**src/rtl/sec_irq_hub.sv**
```systemverilog
module sec_irq_hub #(
  parameter int NUM_MPC     = 4,
  parameter int NUM_EXP_MPC = 4,
  parameter int NUM_EXP_MSC = 4
) (
  input  logic                   clk,
  input  logic                   rst_n,
  input  logic                   reg_wr,
  input  logic [11:0]            reg_addr,
  input  logic [31:0]            reg_wdata,
  output logic [31:0]            reg_rdata,
  input  logic [NUM_MPC-1:0]     mpc_stat_i,
  input  logic [NUM_EXP_MPC-1:0] mpc_exp_stat_i,
  input  logic [1:0]             apb_ppc_stat_i,
  input  logic [3:0]             apbx_ppc_stat_i,
  input  logic [3:0]             ahbx_ppc_stat_i,
  input  logic [NUM_EXP_MSC-1:0] msc_stat_i,
  output logic [1:0]             apb_ppc_en_o,
  output logic [1:0]             apb_ppc_clr_o,
  output logic [3:0]             apbx_ppc_en_o,
  output logic [3:0]             apbx_ppc_clr_o,
  output logic [3:0]             ahbx_ppc_en_o,
  output logic [3:0]             ahbx_ppc_clr_o,
  output logic [NUM_EXP_MSC-1:0] msc_clr_o,
  output logic [NUM_EXP_MSC-1:0] msc_ns_o,
  output logic                   msc_irq_o
);
  localparam logic [31:0] PPC_MASK = 32'h00F0_00F3;
  localparam logic [31:0] BRG_MASK = 32'hFFFF_0000;
  localparam logic [11:0] OFS_MPC_ST  = 12'h01C;
  localparam logic [11:0] OFS_PPC_ST  = 12'h020;
  localparam logic [11:0] OFS_PPC_CLR = 12'h024;
  localparam logic [11:0] OFS_PPC_EN  = 12'h028;
  localparam logic [11:0] OFS_MSC_ST  = 12'h030;
  localparam logic [11:0] OFS_MSC_CLR = 12'h034;
  localparam logic [11:0] OFS_MSC_EN  = 12'h038;
  localparam logic [11:0] OFS_BRG_ST  = 12'h040;
  localparam logic [11:0] OFS_BRG_CLR = 12'h044;
  localparam logic [11:0] OFS_BRG_EN  = 12'h048;
  localparam logic [11:0] OFS_MSC_NS  = 12'h0D0;

  logic [31:0] ppc_st_q, ppc_en_q, mpc_st_q, msc_st_q, msc_en_q, msc_ns_q, brg_en_q;
  logic [9:0]  ppc_clr_q;
  logic [NUM_EXP_MSC-1:0] msc_clr_q;

  wire [31:0] ppc_pack = {8'h00, ahbx_ppc_stat_i, 12'h000, apbx_ppc_stat_i, 2'b00, apb_ppc_stat_i};
  wire [31:0] mpc_pack = 32'(mpc_stat_i) | (32'(mpc_exp_stat_i) << 16);
  wire [31:0] msc_pack = 32'(msc_stat_i) << 16;
  wire [9:0]  ppc_st_sel = {ppc_st_q[23:20], ppc_st_q[7:4], ppc_st_q[1:0]};

  wire wr_ppc_clr = reg_wr && reg_addr == OFS_PPC_CLR;
  wire wr_ppc_en  = reg_wr && reg_addr == OFS_PPC_EN;
  wire wr_msc_clr = reg_wr && reg_addr == OFS_MSC_CLR;
  wire wr_msc_en  = reg_wr && reg_addr == OFS_MSC_EN;
  wire wr_msc_ns  = reg_wr && reg_addr == OFS_MSC_NS;
  wire wr_brg_en  = reg_wr && reg_addr == OFS_BRG_EN;

  always_ff @(posedge clk or negedge rst_n) begin
    if (!rst_n) begin
      ppc_st_q  <= '0;
      mpc_st_q  <= '0;
      msc_st_q  <= '0;
      ppc_en_q  <= '0;
      ppc_clr_q <= '0;
      msc_en_q  <= '0;
      msc_ns_q  <= '0;
      msc_clr_q <= '0;
      brg_en_q  <= '0;
    end else begin
      ppc_st_q <= ppc_pack;
      mpc_st_q <= mpc_pack;
      msc_st_q <= msc_pack;
      if (wr_ppc_en)  ppc_en_q  <= reg_wdata & PPC_MASK;
      if (wr_ppc_clr) ppc_clr_q <= ppc_st_sel;
      if (wr_msc_en)  msc_en_q  <= reg_wdata;
      if (wr_msc_ns)  msc_ns_q  <= reg_wdata;
      if (wr_msc_clr) msc_clr_q <= reg_wdata[16 +: NUM_EXP_MSC];
      if (wr_brg_en)  brg_en_q  <= reg_wdata & BRG_MASK;
    end
  end

  assign apb_ppc_en_o   = ppc_en_q[1:0];
  assign apbx_ppc_en_o  = ppc_en_q[7:4];
  assign ahbx_ppc_en_o  = ppc_en_q[23:20];
  assign apb_ppc_clr_o  = ppc_clr_q[1:0];
  assign apbx_ppc_clr_o = ppc_clr_q[5:2];
  assign ahbx_ppc_clr_o = ppc_clr_q[9:6];
  assign msc_clr_o      = msc_clr_q;
  assign msc_ns_o       = msc_ns_q[16 +: NUM_EXP_MSC];
  assign msc_irq_o      = |(msc_st_q & msc_en_q);

  always_comb begin
    case (reg_addr)
      OFS_MPC_ST: reg_rdata = mpc_st_q;
      OFS_PPC_ST: reg_rdata = ppc_st_q;
      OFS_PPC_EN: reg_rdata = ppc_en_q;
      OFS_MSC_ST: reg_rdata = msc_st_q;
      OFS_MSC_EN: reg_rdata = msc_en_q;
      OFS_BRG_EN: reg_rdata = brg_en_q;
      OFS_MSC_NS: reg_rdata = msc_ns_q;
      default:    reg_rdata = 32'h0;
    endcase
  end

  AST_PPC_EN_WRITE: assert property (@(posedge clk) disable iff (!rst_n)
    wr_ppc_en |=> {ahbx_ppc_en_o, apbx_ppc_en_o, apb_ppc_en_o} ==
                  {$past(reg_wdata[23:20]), $past(reg_wdata[7:4]), $past(reg_wdata[1:0])});
  AST_PPC_CLR_HOLD: assert property (@(posedge clk) disable iff (!rst_n)
    !wr_ppc_clr |=> $stable({ahbx_ppc_clr_o, apbx_ppc_clr_o, apb_ppc_clr_o}));
  AST_MSC_ST_FOLLOW: assert property (@(posedge clk) disable iff (!rst_n)
    reg_wr && reg_addr == OFS_MSC_ST |=> msc_st_q[16 +: NUM_EXP_MSC] == $past(msc_stat_i));
  AST_MSC_IRQ_NEEDS_EN: assert property (@(posedge clk) disable iff (!rst_n)
    msc_irq_o |-> msc_en_q[31:16] != 16'h0);
  AST_MSC_NS_WRITE: assert property (@(posedge clk) disable iff (!rst_n)
    wr_msc_ns |=> msc_ns_o == $past(reg_wdata[16 +: NUM_EXP_MSC]));
  AST_CLR_READS_ZERO: assert property (@(posedge clk) disable iff (!rst_n)
    reg_addr == OFS_PPC_CLR || reg_addr == OFS_MSC_CLR || reg_addr == OFS_BRG_CLR |-> reg_rdata == 32'h0);
endmodule

```
**config.mk**
```make
export PLATFORM = sky130hd
export DESIGN_NAME = sec_irq_hub
export DESIGN_NICKNAME = d
export VERILOG_FILES = /design/src/rtl/sec_irq_hub.sv
export SDC_FILE = /design/constraint.sdc
export NUM_CORES = 1
export LEC_CHECK = 0
export ABC_AREA = 1
export BUFFER_PORTS_ARGS = -buffer_cell sky130_fd_sc_hd__buf_2
export CAP_MARGIN = 20
export CORE_ASPECT_RATIO = 0.75
export CORE_MARGIN = 4
export CORE_UTILIZATION = 40
export DETAILED_ROUTE_END_ITERATION = 10
export PLACE_DENSITY = 0.72
export SETUP_SLACK_MARGIN = 0.1
export SLEW_MARGIN = 40
export SYNTH_ARGS = -nofsm -noshare
export SYNTH_HDL_FRONTEND = slang
export SYNTH_SLANG_ARGS = --single-unit
```
**constraint.sdc**
```tcl
create_clock -name clk -period 1.5 [get_ports clk]
set_clock_uncertainty 0.15 [all_clocks]
set_input_delay 0.075 -clock clk [delete_from_list [all_inputs] [get_ports clk]]
set_output_delay 0.075 -clock clk [all_outputs]
set_load 0.05 [all_outputs]
```
==> run_summary.xml <==
<?xml version="1.0" encoding="UTF-8"?>
<metrics>
  <group name="timing">
    <metric name="timing.max_slew.rel_slack" unit="">0.805</metric>
    <metric name="min_period_over_period" unit="">1.09</metric>
    <metric name="hold-worst-slack" unit="ps">28.4</metric>
    <metric name="grt_setup_unrepaired" unit="">yes</metric>
    <metric name="setup_violations" unit="">33</metric>
    <metric name="timing.final.ws_setup" unit="ps">-134</metric>
    <metric name="finalHoldViolations" unit="">0</metric>
    <metric name="fin_crit" unit="ps">1630</metric>
    <metric name="final-max-slew-violation-count" unit="">0</metric>
    <metric name="fmaxAchievable" unit="GHz">0.612</metric>
    <metric name="worst_pin_slew" unit="ps">292</metric>
  </group>
  <group name="drt">
    <metric name="drt_pass1_iterations" unit="">6</metric>
    <metric name="routed.top_layer" unit="">met4</metric>
    <metric name="wirelength" unit="um">17200</metric>
    <metric name="m1WireLength" unit="um">7190</metric>
    <metric name="final_antenna_net_count" unit="">0</metric>
    <metric name="total_number_of_vias" unit="">5305</metric>
    <metric name="routedWlPerCell" unit="um">15.9</metric>
    <metric name="met3RoutedLength" unit="um">1320</metric>
    <metric name="routed_via_density" unit="">4.88</metric>
    <metric name="iteration_0_drc_count_of_the_detailed_router" unit="">340</metric>
    <metric name="met2_wire_len" unit="um">8500</metric>
    <metric name="remaining_drc_errors" unit="">0</metric>
  </group>
  <group name="floorplan">
    <metric name="top_level_ports" unit="">130</metric>
    <metric name="dieHeight" unit="um">109</metric>
    <metric name="num_rows" unit="">36</metric>
    <metric name="fp.coreArea" unit="mm2">0.0132</metric>
    <metric name="start_util" unit="">0.414</metric>
    <metric name="dieWidth" unit="um">143</metric>
    <metric name="dieArea" unit="mm2">0.0156</metric>
  </group>
  <group name="placement">
    <metric name="place_inst" unit="">975</metric>
    <metric name="placement.io_buffers" unit="">129</metric>
    <metric name="detailedPlacementHpwl" unit="um">10400</metric>
    <metric name="place_congestion" unit="">0.813</metric>
    <metric name="dpl_worst_slack" unit="ps">-152</metric>
  </group>
  <group name="setup_path">
    <metric name="cp-end-kind" unit="">output pin</metric>
    <metric name="timing_worst_setup_path_type" unit="">input port to output pin</metric>
    <metric name="worst-endpoint-required" unit="ps">1270</metric>
    <metric name="worstPathArrival" unit="ps">1410</metric>
    <metric name="critPathLaunchType" unit="">input port</metric>
    <metric name="critical_path.max_fanout" unit="">10</metric>
  </group>
  <group name="layout">
    <metric name="seqCellArea" unit="mm2">0.00315</metric>
    <metric name="synthToLayoutAreaGrowth" unit="%">65.0</metric>
    <metric name="mostFrequentLayoutCell" unit="">sky130_fd_sc_hd__nand2_1</metric>
    <metric name="multi_input_area" unit="mm2">0.00229</metric>
    <metric name="final_core_util" unit="">0.684</metric>
    <metric name="antenna-diode-count" unit="">0</metric>
    <metric name="filler_cell_count" unit="">931</metric>
    <metric name="instances_no_fill" unit="">1086</metric>
    <metric name="post_route_cells_drive_above_1_share" unit="">0.385</metric>
    <metric name="layout.cells.most_common_list" unit="">sky130_fd_sc_hd__nand2_1, sky130_fd_sc_hd__dfrtp_1, sky130_fd_sc_hd__o21ai_1</metric>
    <metric name="num-nets-final" unit="">971</metric>
  </group>
  <group name="clocking">
    <metric name="cts.root.buffer_cell" unit="">sky130_fd_sc_hd__clkbuf_16</metric>
    <metric name="ctsHtreeMaxLevel" unit="">4</metric>
    <metric name="cts_tree" unit="">built</metric>
    <metric name="cts.sinks" unit="">126</metric>
    <metric name="clkTransAtPathRegs" unit="ps">60</metric>
    <metric name="clkLatencyLatePin" unit="ps">410</metric>
    <metric name="cts_made_buffers" unit="">17</metric>
    <metric name="cts_max_path_buffers" unit="">2</metric>
  </group>
  <group name="synthesis">
    <metric name="yosysTopAreaCellShare" unit="">0.577</metric>
    <metric name="post_synth.cell_area_avg" unit="um2">8.27</metric>
    <metric name="post_synth_inst_count" unit="">661</metric>
    <metric name="asyncSetResetFlopFracSynth" unit="">1.00</metric>
    <metric name="mappedNetlistNets" unit="">730</metric>
    <metric name="number_of_enable_type_register_cells_in_the_synthesized_netlist" unit="">0</metric>
    <metric name="synth_top_area_cell" unit="">sky130_fd_sc_hd__dfrtp_1</metric>
    <metric name="post_synth_instance_area" unit="mm2">0.00547</metric>
    <metric name="synth-seq-area-share" unit="">0.577</metric>
    <metric name="post_synth_main_area_contributors" unit="">sky130_fd_sc_hd__dfrtp_1, sky130_fd_sc_hd__nand2_1, sky130_fd_sc_hd__o21ai_1</metric>
    <metric name="synth_seq_cells" unit="">126</metric>
    <metric name="synth-main-ff-cell" unit="">sky130_fd_sc_hd__dfrtp_1</metric>
    <metric name="ys_types" unit="">19</metric>
    <metric name="synth_warnings" unit="">0</metric>
  </group>
  <group name="grt">
    <metric name="number_of_antenna_violations_at_the_first_check_in_global_routing" unit="">0</metric>
    <metric name="grt_first_pass_wirelength" unit="um">27100</metric>
    <metric name="grt_util_all_layers" unit="">0.225</metric>
    <metric name="grt_start_max_net_pins" unit="">65</metric>
    <metric name="grt.overflow.total" unit="">0</metric>
    <metric name="grt_pass1_vias" unit="">5441</metric>
  </group>
  <group name="status">
    <metric name="outcome" unit="">finished, violations left</metric>
    <metric name="failed_checks" unit="">setup timing</metric>
  </group>
  <group name="power">
    <metric name="p_total" unit="mW">8.17</metric>
    <metric name="cellPowerDensity" unit="mW/mm2">906</metric>
    <metric name="power.ir.vdd_worst" unit="mV">0.894</metric>
    <metric name="leakagePower" unit="nW">4.64</metric>
  </group>
  <group name="job">
    <metric name="cap_violations" unit="">0</metric>
  </group>
  <group name="hold_path">
    <metric name="holdCritPathClass" unit="">input port to flop</metric>
  </group>
</metrics>
logic make-up after synthesis:
group                  Yosys count  share of synthesized area
DFF                            126                      0.577
buffers and inverters          111                     0.0867
and+or+nand+nor                303                      0.223
AOI/OAI and AO/OA              121                      0.113
Yosys cell counts (2+ instances only):
cell                         n
sky130_fd_sc_hd__nand4_1     3
sky130_fd_sc_hd__dfrtp_1   126
sky130_fd_sc_hd__o21ai_0    25
sky130_fd_sc_hd__nand3_1    37
sky130_fd_sc_hd__buf_4       6
sky130_fd_sc_hd__nand2_2     3
sky130_fd_sc_hd__a21oi_1     2
sky130_fd_sc_hd__o21ai_1    90
sky130_fd_sc_hd__a22o_1      4
sky130_fd_sc_hd__inv_1      75
sky130_fd_sc_hd__buf_2      22
sky130_fd_sc_hd__nor2_1     39
sky130_fd_sc_hd__clkbuf_1    3
sky130_fd_sc_hd__inv_2       4
sky130_fd_sc_hd__nand2_1   218
final timing paths:
check                        startpoint       endpoint  slack, ps  cells past startpoint
setup / recovery            reg_addr[6]  reg_rdata[15]       -130                     10
hold / removal                   reg_wr   brg_en_q[20]         30                      4
setup reg to reg           msc_ns_q[17]   msc_ns_q[17]        570                      3
hold reg to reg            ppc_clr_q[1]   ppc_clr_q[1]        330                      2
max in group asynchronous         rst_n   msc_en_q[13]        240                      4
min in group asynchronous         rst_n    mpc_st_q[2]        500                      3
metal layers:
metal	global-route usage	vias up
met4	0.0624	0
met3	0.0592	21
met2	0.387	200
met5	0	-
met1	0.283	2518
li1	-	2566
state kept, by name, indices dropped and copies added (netlist names):
signal     count
msc_en_q      32
msc_ns_q      32
brg_en_q      16
ppc_clr_q     10
ppc_en_q      10
ppc_st_q      10
mpc_st_q       8
msc_clr_o      4
msc_st_q       4
critical path, cell delays in order:
cell and delay [ps]:
sky130_fd_sc_hd__buf_4 130, sky130_fd_sc_hd__nor2_4 110, sky130_fd_sc_hd__nand2_4 80, sky130_fd_sc_hd__inv_2 70
sky130_fd_sc_hd__nand2_2 60, sky130_fd_sc_hd__nor2_4 220, sky130_fd_sc_hd__clkbuf_16 240, sky130_fd_sc_hd__buf_6 120
sky130_fd_sc_hd__a22o_2 150, sky130_fd_sc_hd__buf_8 140
power breakdown:
part	switching, mW	internal, mW	total, mW
Combinational	0.252	0.247	0.499
Sequential	0.0210	3.44	3.46
Clock	1.55	2.66	4.21
Total	1.82	6.35	8.17
stage by stage:
| step | cell area (um2) | TNS, ps |
|---|---|---|
| floorplan | 5690 | 0 |
| global placement | 6910 | -5930 |
| detailed placement | 6910 | -7250 |
| CTS | 8720 | -688 |
| global route | 9020 | -5000 |
| finish | 9020 | -2850 |
repair_timing:
action	CTS	global route
setup buffers	11	6
resized for setup	146	68
endpoints found under the setup margin	33	52
cloned	4	2
hold buffers	56	0
hold endpoints to repair	242	0
pin swaps	21	30
area by class of cell:
type | instances | share of cell area
sequential | 126 | 0.350
timing repair buffer | 253 | 0.269
multi-input combinational | 424 | 0.253
clock buffer | 19 | 0.0491
inverter | 79 | 0.0356
tap | 171 | 0.0237
clock inverter | 13 | 0.0184
timing repair inverter | 1 | 0.000832
No activity file was read; power rests on OpenSTA's default activity.
